$ cat src/rtl/iq_pkg.sv
package iq_pkg;

    localparam int TAG_W = 6;
    localparam int OP_W  = 4;
    localparam int AGE_W = 6;

    typedef logic [TAG_W-1:0] tag_t;
    typedef logic [OP_W-1:0]  op_t;
    typedef logic [AGE_W-1:0] age_t;

    typedef struct packed {
        op_t  op;
        tag_t dst;
        tag_t src0;
        logic rdy0;
        tag_t src1;
        logic rdy1;
        age_t age;
    } uop_t;

    // a is younger than b when the modular distance a-b lies in the lower half
    function automatic logic is_younger(age_t a, age_t b);
        age_t d;
        d = a - b;
        return (d != '0) && !d[AGE_W-1];
    endfunction

endpackage

$ cat src/rtl/iq_entry.sv
module iq_entry
    import iq_pkg::*;
#(
    parameter int NUM_WB = 2
) (
    input  logic                    clk,
    input  logic                    rst,
    input  logic                    wr_en,
    input  uop_t                    wr_uop,
    input  logic [NUM_WB-1:0]       wb_valid,
    input  tag_t [NUM_WB-1:0]       wb_tags,
    input  logic                    clr,
    output logic                    valid,
    output uop_t                    uop,
    output logic                    ready
);

    function automatic logic tag_hit(tag_t t, logic [NUM_WB-1:0] v, tag_t [NUM_WB-1:0] tags);
        logic h;
        h = 1'b0;
        for (int j = 0; j < NUM_WB; j++) begin
            if (v[j] && tags[j] == t) h = 1'b1;
        end
        return h;
    endfunction

    logic hit0_new, hit1_new, hit0_old, hit1_old;

    always_comb begin
        hit0_new = tag_hit(wr_uop.src0, wb_valid, wb_tags);
        hit1_new = tag_hit(wr_uop.src1, wb_valid, wb_tags);
        hit0_old = tag_hit(uop.src0, wb_valid, wb_tags);
        hit1_old = tag_hit(uop.src1, wb_valid, wb_tags);
    end

    always_ff @(posedge clk) begin
        if (rst) begin
            valid <= 1'b0;
            uop   <= '0;
        end else if (wr_en) begin
            valid     <= 1'b1;
            uop       <= wr_uop;
            uop.rdy0  <= wr_uop.rdy0 | hit0_new;
            uop.rdy1  <= wr_uop.rdy1 | hit1_new;
        end else if (clr) begin
            valid <= 1'b0;
        end else if (valid) begin
            if (hit0_old) uop.rdy0 <= 1'b1;
            if (hit1_old) uop.rdy1 <= 1'b1;
        end
    end

    assign ready = valid && uop.rdy0 && uop.rdy1;


    ready_sticky_chk: assert property (@(posedge clk) disable iff (rst)
        (valid && uop.rdy0 && !wr_en && !clr) |=> (valid && uop.rdy0));

endmodule

$ cat src/rtl/iq_alloc.sv
module iq_alloc #(
    parameter int DEPTH = 8
) (
    input  logic [DEPTH-1:0] free_vec,
    output logic [DEPTH-1:0] slot,
    output logic             any_free
);

    always_comb begin
        slot     = '0;
        any_free = 1'b0;
        for (int i = 0; i < DEPTH; i++) begin
            if (free_vec[i] && !any_free) begin
                slot[i]  = 1'b1;
                any_free = 1'b1;
            end
        end
    end

endmodule

$ cat src/rtl/iq_select.sv
module iq_select
    import iq_pkg::*;
#(
    parameter int DEPTH = 8,
    localparam int IDX_W = (DEPTH > 1) ? $clog2(DEPTH) : 1
) (
    input  logic [DEPTH-1:0] cand,
    input  age_t [DEPTH-1:0] ages,
    output logic [DEPTH-1:0] grant,
    output logic [IDX_W-1:0] sel_idx,
    output logic             any
);

    age_t best_age;

    always_comb begin
        any      = 1'b0;
        sel_idx  = '0;
        best_age = '0;
        grant    = '0;
        for (int i = 0; i < DEPTH; i++) begin
            if (cand[i] && (!any || is_younger(best_age, ages[i]))) begin
                any      = 1'b1;
                sel_idx  = IDX_W'(i);
                best_age = ages[i];
            end
        end
        if (any) grant[sel_idx] = 1'b1;
    end

endmodule

$ cat src/rtl/iq_wakeup_queue.sv
module iq_wakeup_queue
    import iq_pkg::*;
#(
    parameter int DEPTH  = 8,
    parameter int NUM_WB = 2,
    localparam int IDX_W = (DEPTH > 1) ? $clog2(DEPTH) : 1
) (
    input  logic                    clk,
    input  logic                    rst,
    input  logic                    disp_valid,
    input  logic [OP_W-1:0]         disp_op,
    input  logic [TAG_W-1:0]        disp_dst,
    input  logic [TAG_W-1:0]        disp_src0,
    input  logic                    disp_src0_rdy,
    input  logic [TAG_W-1:0]        disp_src1,
    input  logic                    disp_src1_rdy,
    input  logic [AGE_W-1:0]        disp_age,
    output logic                    disp_full,
    input  logic [NUM_WB-1:0]       wb_valid,
    input  logic [NUM_WB*TAG_W-1:0] wb_tag,
    input  logic                    flush_valid,
    input  logic [AGE_W-1:0]        flush_age,
    output logic                    iss_valid,
    output logic [OP_W-1:0]         iss_op,
    output logic [TAG_W-1:0]        iss_dst,
    output logic [TAG_W-1:0]        iss_src0,
    output logic [TAG_W-1:0]        iss_src1,
    output logic [AGE_W-1:0]        iss_age
);

    tag_t [NUM_WB-1:0] wb_tags;
    uop_t              new_uop;
    uop_t              ent [DEPTH];
    age_t [DEPTH-1:0]  ages;
    logic [DEPTH-1:0]  vld, rdy, kill, cand, grant, slot, wr_vec;
    logic [IDX_W-1:0]  sel_idx;
    logic              any_ready, any_free, disp_killed, disp_take;

    assign wb_tags = wb_tag;

    always_comb begin
        new_uop.op   = disp_op;
        new_uop.dst  = disp_dst;
        new_uop.src0 = disp_src0;
        new_uop.rdy0 = disp_src0_rdy;
        new_uop.src1 = disp_src1;
        new_uop.rdy1 = disp_src1_rdy;
        new_uop.age  = disp_age;
    end

    genvar g;
    generate
        for (g = 0; g < DEPTH; g++) begin : g_ent
            assign ages[g] = ent[g].age;
            assign kill[g] = flush_valid && vld[g] && is_younger(ent[g].age, flush_age);
            assign cand[g] = rdy[g] && !kill[g];
            assign wr_vec[g] = disp_take && slot[g];

            iq_entry #(.NUM_WB(NUM_WB)) u_ent (
                .clk      (clk),
                .rst      (rst),
                .wr_en    (wr_vec[g]),
                .wr_uop   (new_uop),
                .wb_valid (wb_valid),
                .wb_tags  (wb_tags),
                .clr      (grant[g] | kill[g]),
                .valid    (vld[g]),
                .uop      (ent[g]),
                .ready    (rdy[g])
            );
        end
    endgenerate

    iq_select #(.DEPTH(DEPTH)) u_sel (
        .cand    (cand),
        .ages    (ages),
        .grant   (grant),
        .sel_idx (sel_idx),
        .any     (any_ready)
    );

    iq_alloc #(.DEPTH(DEPTH)) u_alloc (
        .free_vec (~vld | grant),
        .slot     (slot),
        .any_free (any_free)
    );

    assign disp_full   = !any_free;
    assign disp_killed = flush_valid && is_younger(disp_age, flush_age);
    assign disp_take   = disp_valid && any_free && !disp_killed;

    always_ff @(posedge clk) begin
        if (rst) begin
            iss_valid <= 1'b0;
            iss_op    <= '0;
            iss_dst   <= '0;
            iss_src0  <= '0;
            iss_src1  <= '0;
            iss_age   <= '0;
        end else begin
            iss_valid <= any_ready;
            iss_op    <= ent[sel_idx].op;
            iss_dst   <= ent[sel_idx].dst;
            iss_src0  <= ent[sel_idx].src0;
            iss_src1  <= ent[sel_idx].src1;
            iss_age   <= ent[sel_idx].age;
        end
    end


    one_grant_chk: assert property (@(posedge clk) disable iff (rst)
        $onehot0(grant));


    grant_ready_chk: assert property (@(posedge clk) disable iff (rst)
        any_ready |-> (vld[sel_idx] && ent[sel_idx].rdy0 && ent[sel_idx].rdy1));


    full_all_valid_chk: assert property (@(posedge clk) disable iff (rst)
        disp_full |-> (&vld));


    free_on_issue_chk: assert property (@(posedge clk) disable iff (rst)
        (|grant) |-> !disp_full);


    no_flushed_issue_chk: assert property (@(posedge clk) disable iff (rst)
        (flush_valid && any_ready) |-> !is_younger(ent[sel_idx].age, flush_age));

endmodule

$ cat config.mk
export PLATFORM = sky130hd
export DESIGN_NAME = iq_wakeup_queue
export DESIGN_NICKNAME = d
export VERILOG_FILES = /design/src/rtl/iq_pkg.sv /design/src/rtl/iq_entry.sv /design/src/rtl/iq_alloc.sv /design/src/rtl/iq_select.sv /design/src/rtl/iq_wakeup_queue.sv
export SDC_FILE = /design/constraint.sdc
export NUM_CORES = 1
export LEC_CHECK = 0
export BUFFER_PORTS_ARGS = -buffer_cell sky130_fd_sc_hd__buf_4
export CAP_MARGIN = 25
export CORE_AREA = 3 3 214 216
export CTS_CLUSTER_DIAMETER = 200
export DETAILED_ROUTE_END_ITERATION = 7
export DIE_AREA = 0 0 217 219
export MAX_ROUTING_LAYER = met4
export PLACE_DENSITY = 0.63
export RECOVER_POWER = 25
export SYNTH_ARGS = -nofsm -noshare
export SYNTH_HDL_FRONTEND = slang
export SYNTH_HIERARCHICAL = 1
export SYNTH_SLANG_ARGS = --single-unit
export TNS_END_PERCENT = 5
$ cat constraint.sdc
create_clock -name clk -period 35.1 [get_ports clk]
set_input_delay 7.02 -clock clk [delete_from_list [all_inputs] [get_ports clk]]
set_output_delay 7.02 -clock clk [all_outputs]
set_load 0.05 [all_outputs]
Yosys cells after proc, flatten, opt, wreduce, memory -nomap -nowiden
Index checks and enable logic that the tools add are counted.
W data, S select, Z words.
Cells by class
  add/subtract/negate cells: 16
  $mul: 0
  div/mod/pow operators: 0
  $lt $le $gt $ge: 3
  equality and inequality tests: 44
  shift-type cells: 0
  mux-type cells: 159
  bitwise operators: 13
  reduce and logical (&&, ||, !) cells: 229
Operators by type and width (count)
  $eq A6 B6 Y1: 36
  $mux W1: 141
  $logic_and A1 B1 Y1: 118
  $reduce_bool A6 Y1: 16
  $sub A6 B6 Y6: 16
  $bmux W30 S3: 1
  $reduce_bool A2 Y1: 32
  $mux W30: 2
  $reduce_and A3 Y1: 16
  $mux W6: 7
  $logic_not A1 Y1: 40
  $ne A2 B1 Y1 const B: 8
  $mux W3: 4
  $or A1 B1 Y1: 10
  $mux W8: 1
  $not A8 Y8: 1
  $or A8 B8 Y8: 1
  $logic_or A1 B1 Y1: 7
  $ge A4 B4 Y1 const B: 1
  $lt A3 B4 Y1 const B: 1
  $mux W2: 2
  $not A3 Y4: 1
  $demux W1 S3: 1
  $ge A3 B1 Y1 const B: 1
Word-level totals
  flip-flop bits (word level): 277
  bits in latches: 0
  memory bits (writable): 0
  memory bits (read-only): 0
  output and inout bits: 30
  logic and storage cells: 534
  memories: 0

Logic depth before layout (Yosys ltp)
Gate-level depths: netlist of run 1.
  word-level depth: 82
  gate-level depth with buffers: 107

Hierarchy
Netlist of run 1, hierarchy kept.
By module, submodules not included
  iq_entry: instances 8, cells an instance 180, area an instance 1779.2 sq um, sequential area each 620.6 sq um
  iq_wakeup_queue: instances 1, cells an instance 452, area an instance 4510.6 sq um, sequential area each 580.6 sq um
  iq_select: instances 1, cells an instance 413, area an instance 3021.6 sq um, sequential area each 0.0 sq um
  iq_alloc: instances 1, cells an instance 12, area an instance 96.3 sq um, sequential area each 0.0 sq um

Worst setup path after synthesis of run 1
No wires, ideal clock.
  path type: input -> output
  start point: input port flush_age[0]
  end point: output port disp_full
  data arrival time: 24732 ps
  path slack: 3348 ps
  cell stages on the path: 95
  path through: ha_1 fa_1 nand2b_1 a21oi_1 xor2_1 or4_1 a41oi_1 clkbuf_1 nand2_1 ha_1 inv_1 fa_1 nand3b_1 o32ai_4 a21oi_1 a22oi_1 ha_1 inv_1 [59 not listed] buf_4 o211ai_1 o211ai_1 ha_1 nor2b_1 o21a_1 o21ai_0 nand2b_1 a21oi_1 xor2_1 nand3_1 a211o_2 nand4_4 nor4_2 nand2b_1 nor4_4 nand3_1 inv_1
Between the ends
  word-level cells in the longest chain between the ends: 78
  elaborated cells between the ends (all ways): 157
Ends and longest elaborated chain
  from (decl): RTL line iq_wakeup_queue.sv:22  | input logic [AGE_W-1:0] flush_age,
  $sub A6 B6 Y6 *: RTL line iq_pkg.sv:24  | d = a - b;
  $reduce_bool A6 Y1 / $logic_not A1 Y1 (equally long branches): RTL line iq_pkg.sv:25  | return (d != '0) && !d[AGE_W-1];
  $logic_and A1 B1 Y1 *: RTL line iq_pkg.sv:25
  $logic_and A1 B1 Y1 *: RTL line iq_wakeup_queue.sv:55  | assign kill[g] = flush_valid && vld[g] && is_younger(ent[g].age, flush_age);
  $logic_not A1 Y1 *: RTL line iq_wakeup_queue.sv:56  | assign cand[g] = rdy[g] && !kill[g];
  $logic_and A1 B1 Y1 *: RTL line iq_wakeup_queue.sv:56
  via cand[0]: RTL line iq_wakeup_queue.sv:35  | logic [DEPTH-1:0] vld, rdy, kill, cand, grant, slot, wr_vec;
  $mux W6: RTL line iq_select.sv:22  | if (cand[i] && (!any || is_younger(best_age, ages[i]))) begin
  [47 not listed]
  via grant[0]: RTL line iq_wakeup_queue.sv:35
  [17 not listed]
  $logic_not A1 Y1: RTL line iq_alloc.sv:13  | if (free_vec[i] && !any_free) begin
  $logic_and A1 B1 Y1: RTL line iq_alloc.sv:13
  $mux W1 *: RTL line iq_alloc.sv:13
  $logic_not A1 Y1: RTL line iq_alloc.sv:13
  $logic_and A1 B1 Y1: RTL line iq_alloc.sv:13
  $mux W1 *: RTL line iq_alloc.sv:13
  via any_free: RTL line iq_wakeup_queue.sv:37  | logic any_ready, any_free, disp_killed, disp_take;
  $logic_not A1 Y1 *: RTL line iq_wakeup_queue.sv:88  | assign disp_full = !any_free;
  to (decl): RTL line iq_wakeup_queue.sv:18  | output logic disp_full,
The timed path passes the listed nets; every way through them passes the cells marked *.

Worst setup path after layout of run 1
  start point: input port flush_age[1]
  end point: output port disp_full
The elaborated chain is that of the path after synthesis.

==> impl_metrics.py, run 1 <==
metrics = {
    "synthesis": {
        "synth_sequential_area_ratio": 0.254,
        "synth-main-ff-cell": "dfxtp_1",
        "synth_fp_nets": 2467,
        "post-synth-top-count-cell": "xnor2_1",
        "mappedNetlistArea_um2": 21900,
        "synth_top_cells_by_area": "dfxtp_1 25%, xnor2_1 14%, mux2i_1 12%, mux4_2 5.8%, nor2_1 5.6%",
        "synth.largest_area_cell": "dfxtp_1",
        "post_synth.cell_area_avg_um2": 9.44,
        "synth-seq-cells": 277,
        "synth-warning-count": 6,
        "async_reset_ff_frac": 0,
        "synth.top_cells.by_count": "338 x xnor2_1, 325 x nor2_1, 277 x dfxtp_1",
        "yosys.cell_types.count": 93,
        "number_of_enable_type_register_cells_in_the_synthesized_netlist": 0,
        "synth.top_cell.area_share": 0.254,
        "synthesis.instances": 2317,
    },
    "clock_network": {
        "cts_made_buffers": 35,
        "ctsHoldBuffers": 0,
        "ctsLongestPathBuffers": 3,
        "clkLatencyLatePin_ns": 0.55,
        "clkSinkCount": 277,
        "ctsHtreeMaxLevel": 2,
        "cts_tree": "built",
        "clock_tree.root_cell": "clkbuf_16",
        "cts.clk_slew.worst_paths_ns": 0.05,
    },
    "timing": {
        "slew_headroom": -0.499,
        "grt_setup_unrepaired": "no",
        "post-route-period-util": 0.960,
        "max_clock_freq_ghz": 0.0297,
        "final-hold-violation-count": 0,
        "number_of_endpoints_failing_setup_at_the_final_stage": 0,
        "hold_ws_ns": 0.486,
        "final-max-slew-violation-count": 59,
        "timing.final.ws_setup_ns": 1.40,
        "tns_ns": 0,
        "timing_worst_slew_pin_value_ns": 2.25,
        "clock-skew-final_ns": 0.0198,
        "min_period_ns": 33.70,
    },
    "critical_path": {
        "r2r_end": "iss_age[1]",
        "reg2regPathDepth": 88,
        "crit_buf_inv": 9,
        "cell_occurring_most_often_along_the_worst_timing_path": "ha_1",
        "critical_path.max_stage_delay_ns": 0.52,
        "crit_fanout": 16,
        "r2r-start": "g_ent[0].u_ent/uop[0]",
        "critical-path-slowest-cell": "or4_1",
        "timing.critical_path.required_ns": 28.08,
        "start_kind": "input pin",
        "critPathCaptureType": "output port",
        "cp_top_family": "compound AO/OA/AOI/OAI gates",
        "critical_path_arrival_ns": 26.68,
        "r2r_setup_slack_ns": 12.43,
        "worstSetupPathType": "in2out",
    },
    "finish": {
        "syn_to_final_growth_pct": 6.58,
        "finalInstanceArea_um2": 23300,
        "num-nets-final": 2448,
        "antenna-diode-count": 0,
        "final_layout_size_suffix_gt1_frac": 0.128,
    },
    "worst_hold_path": {
        "hold-path-cell-count": 2,
        "min-delay-start": "g_ent[2].u_ent/uop[25]",
        "hold_path_end": "g_ent[2].u_ent/uop[25]",
        "min_path_type": "reg2reg",
    },
    "drt": {
        "vias": 17500,
        "drt.antenna.violating_nets": 0,
        "vias_per_cell": 6.01,
        "number_of_optimization_iterations_in_the_first_detailed_route_pass": 5,
        "dr.first_iter.drc_count": 1214,
        "postRouteWirelength_um": 67300,
        "drc_errors": 0,
        "avgRoutedWirePerCell_um": 23.1,
    },
    "floorplanning": {
        "design.portCount": 84,
        "floorplan.die_area_um2": 47500,
        "initial_utilization": 0.495,
        "die_w_um": 217,
        "std_cell_rows": 77,
        "core_region_area_um2": 44100,
        "die-height_um": 219,
    },
    "grt": {
        "antenna_found_initial": 1,
        "grt_overflow_total": 0,
        "number_of_global_route_vias_before_repair": 17700,
        "grt_use_total": 0.288,
        "grt_max_degree": 130,
        "wire_length_of_the_first_global_routing_pass_um": 104000,
    },
    "run_status": {
        "run_status": "complete, but fails checks",
        "violations": "capacitance limit, slew limit",
    },
    "placed_design": {
        "dp_worst_setup_slack_ns": 0.546,
        "gp_congestion": 0.941,
        "place.detailed.hpwl_um": 44500,
        "place_area_um2": 22200,
        "place.port_buffers": 83,
    },
    "pwr": {
        "power_density_nw_per_um2": 35.7,
        "peakVddDrop_uv": 28.5,
        "p_leak_nw": 7.72,
        "p_total_w": 0.000831,
    },
    "job": {
        "max_cap_violations": 2,
    },
}
[state kept, by name, summed over array words and instances (netlist names)]
| signal | count |
|---|---|
| iss_valid | 1 |
| iss_dst | 6 |
| g_ent.u_ent/uop | 240 |
| iss_src1 | 6 |
| g_ent.u_ent/valid | 8 |
| iss_age | 6 |
| iss_op | 4 |
| iss_src0 | 6 |
[logic make-up after synthesis]
logic type      Yosys count  share of synthesized area
flops                   277                      0.254
fa+ha+maj                96                     0.0604
simple gates            697                      0.170
mux                     312                      0.175
xor+xnor                452                      0.187
buf+inv                 249                     0.0734
compound gates          234                     0.0813
[metrics by stage]
stage | utilization | cells
after floorplan | - | 2317
after global placement | 0.503 | 2845
after detailed placement | 0.503 | 2845
after CTS | 0.528 | 2902
after global routing | 0.528 | 2910
final | 0.528 | 2910
[area by class of cell]
class,count,area [µm²]
clock buffer,43,956
sequential,277,5550
multi-input combinational,1791,14800
clock inverter,14,165
tap,592,741
inverter,79,297
timing repair buffer,114,757
fill,4075,20800
[where the power goes]
| group | internal (W) | total (W) | switching, W |
|---|---|---|---|
| Clock | 0.000215 | 0.000364 | 0.000148 |
| Combinational | 0.0000532 | 0.000139 | 0.0000859 |
| Sequential | 0.000321 | 0.000328 | 0.00000709 |
[per-layer routing]
layer	global-route usage	wire (µm)
met5	-	0
met4	0.119	2960
met3	0.0348	4190
met2	0.465	31500
met1	0.368	28600
[placed cells by master (no fill, tap or decap), types with 29 or more instances in the layout]
master | netlist | final
xnor2_1 | 338 | 337
nor2_1 | 325 | 325
dfxtp_1 | 277 | 277
mux2i_1 | 256 | 255
xor2_1 | 98 | 98
buf_4 | 3 | 82
ha_1 | 80 | 80
inv_1 | 79 | 79
nand4_1 | 66 | 66
mux4_2 | 56 | 56
nand3_1 | 47 | 47
nand2_1 | 42 | 42
a21oi_1 | 46 | 37
clkbuf_16 | 0 | 35
clkbuf_1 | 42 | 33
nor4_2 | 33 | 33
nand2b_1 | 29 | 29
[worst max-delay path by stage]
stage,start,cells after the start,end,slack [ns]
floorplan,flush_age[0],95,disp_full,3.35
global placement,flush_age[1],88,disp_full,1.11
detailed placement,flush_age[1],87,disp_full,0.55
CTS,flush_age[1],87,disp_full,0.53
global route,flush_age[1],91,disp_full,0.03
finish,flush_age[1],90,disp_full,1.40
[repair_timing]
action	in CTS	in global routing
resized for setup	0	8
buffers inserted	0	7
setup endpoints to repair	0	1
[tightest hold or removal path: cells and delay by family (launching register included)]
family / cells / cell delay (ns)
flops: 1 / 0.32
simple gates: 1 / 0.07
mux: 1 / 0.06
(Power assumes the default switching activity.)
==> run 2: changes to the inputs <==
- CTS_BUF_LIST: not set -> sky130_fd_sc_hd__clkbuf_4
==> run 2 against run 1 <==
Net effect:
- the flow still finishes with violations (capacitance limit, slew limit)
- register-to-register slack worse by 0.07 ns
- maximum frequency down 0.18%
- hold slack is essentially flat
- die area did not move
- total power shrank 7.5%
- sequential cell count unchanged
- wire length is 0.18% higher
- worst setup slack worse by 0.061 ns
- design area is 0.84% lower
- largest power group is now registers
- highest routed layer unchanged
==> impl_metrics.py, run 2 (synthesis gave the netlist of run 1 again) <==
metrics = {
    "grt": {
        "number_of_global_route_vias_before_repair": 18100,
        "antenna_found_initial": 1,
        "grt_use_total": 0.290,
        "grt_overflow_total": 0,
        "grt_max_degree": 130,
        "wire_length_of_the_first_global_routing_pass_um": 105000,
    },
    "clock_network": {
        "clkSinkCount": 277,
        "cts_tree": "built",
        "cts_made_buffers": 78,
        "ctsLongestPathBuffers": 3,
        "clkLatencyLatePin_ns": 0.81,
        "cts.clk_slew.worst_paths_ns": 0.05,
        "ctsHoldBuffers": 0,
        "ctsHtreeMaxLevel": 3,
        "clock_tree.root_cell": "clkbuf_4",
    },
    "floorplanning": {
        "design.portCount": 84,
        "die_w_um": 217,
        "floorplan.die_area_um2": 47500,
        "core_region_area_um2": 44100,
        "initial_utilization": 0.495,
        "std_cell_rows": 77,
        "die-height_um": 219,
    },
    "finish": {
        "largest_registers": "g_ent.u_ent/uop (240), g_ent.u_ent/valid (8)",
        "num-nets-final": 2490,
        "largest_reg_flops": 240,
        "mostFrequentLayoutCell": "xnor2_1",
        "stdcell_count": 2981,
        "finalInstanceArea_um2": 23100,
        "postLayoutCoreUtil": 0.524,
        "final_layout_size_suffix_gt1_frac": 0.148,
        "registers.top_by_ff_count": "g_ent.u_ent/uop",
        "mostFrequentLayoutCells": "337 x xnor2_1, 325 x nor2_1, 277 x dfxtp_1, 255 x mux2i_1, 103 x clkbuf_4",
        "syn_to_final_growth_pct": 5.68,
    },
    "worst_hold_path": {
        "min_path_type": "reg2reg",
    },
    "drt": {
        "drc_errors": 0,
        "drt.antenna.violating_nets": 0,
        "vias_per_cell": 5.94,
        "vias": 17700,
        "postRouteWirelength_um": 67400,
        "dr.first_iter.drc_count": 1174,
        "avgRoutedWirePerCell_um": 22.6,
        "number_of_optimization_iterations_in_the_first_detailed_route_pass": 5,
    },
    "pwr": {
        "power_density_nw_per_um2": 33.3,
        "peakVddDrop_uv": 40.0,
        "p_leak_nw": 7.71,
    },
    "run_status": {
        "run_status": "complete, but fails checks",
        "violations": "capacitance limit, slew limit",
    },
    "timing": {
        "grt_setup_unrepaired": "no",
        "clock-skew-final_ns": 0.0647,
        "timing_worst_slew_pin_value_ns": 2.22,
        "hold_ws_ns": 0.486,
        "final-hold-violation-count": 0,
        "slew_headroom": -0.480,
        "post-route-period-util": 0.962,
        "tns_ns": 0,
        "number_of_endpoints_failing_setup_at_the_final_stage": 0,
        "max_clock_freq_ghz": 0.0296,
        "final-max-slew-violation-count": 59,
        "min_period_ns": 33.76,
    },
    "placed_design": {
        "place.port_buffers": 83,
        "place.detailed.hpwl_um": 44500,
        "placed_cells": 2845,
        "place_area_um2": 22200,
        "gp_congestion": 0.941,
    },
    "critical_path": {
        "critical_path_arrival_ns": 26.74,
        "critical-path-slowest-cell": "or4_1",
        "worstSetupPathType": "in2out",
        "timing.critical_path.required_ns": 28.08,
        "critical_path.max_stage_delay_ns": 0.52,
        "cell_occurring_most_often_along_the_worst_timing_path": "ha_1",
        "crit_fanout": 16,
        "critPathCaptureType": "output port",
        "start_kind": "input pin",
        "crit_buf_inv": 9,
        "cp_top_family": "compound AO/OA/AOI/OAI gates",
    },
    "job": {
        "max_cap_violations": 2,
    },
}
[run 2: final cells by class]
type	count	area [µm²]
inverters	79	297
clock inverters	25	180
repair buffers	113	749
clock buffers	103	773
flip-flops and latches	277	5550
diodes	1	2.50
multi-input cells	1791	14800
well taps	592	741
fillers	4134	21000
[run 2: final timing paths]
path / from / to / slack, ns / cells past startpoint
hold reg to reg: g_ent[2].u_ent/uop[25] / g_ent[2].u_ent/uop[25] / 0.49 / 2
setup reg to reg: g_ent[0].u_ent/uop[0] / iss_age[1] / 12.36 / 88
setup / recovery: flush_age[1] / disp_full / 1.34 / 90
hold / removal: g_ent[2].u_ent/uop[25] / g_ent[2].u_ent/uop[25] / 0.49 / 2
[run 2: power by group]
group	total [W]	internal (W)	switching (W)
clock	0.000302	0.000152	0.000150
combinational	0.000139	0.0000530	0.0000856
sequential	0.000328	0.000321	0.00000703
[run 2: per-stage QoR]
stage	setup WS (ns)	power (W)
2_1_floorplan	3.35	0.000435
3_3_place_gp	1.11	0.000469
3_5_place_dp	0.546	0.000473
4_1_cts	0.529	0.000777
5_1_grt	0.0179	0.000805
6_report	1.34	0.000769
[run 2: layer usage]
layer  track usage  part of all wire  vias up
li1              -                 -     8171
met1         0.364              0.43     8680
met2         0.464              0.46      666
met3        0.0390             0.063      192
met4         0.138             0.044        0
met5             -                 0        -
[run 2: timing repair]
action	4_1_cts	5_1_grt
buffers inserted	0	6
endpoints found under the setup margin	0	1
gates resized for setup	0	8
[run 2: worst reg2reg max path: cells and delay by family (launching register included)]
| family | cells | cell delay, ns |
|---|---|---|
| AND/OR/NAND/NOR | 22 | 5.76 |
| flip-flops | 1 | 0.43 |
| AO/OA/AOI/OAI | 36 | 7.85 |
| XOR/XNOR | 7 | 1.08 |
| adder cells (fa/ha/maj) | 13 | 4.10 |
| multiplexers | 3 | 1.17 |
| buffers and inverters | 7 | 2.19 |
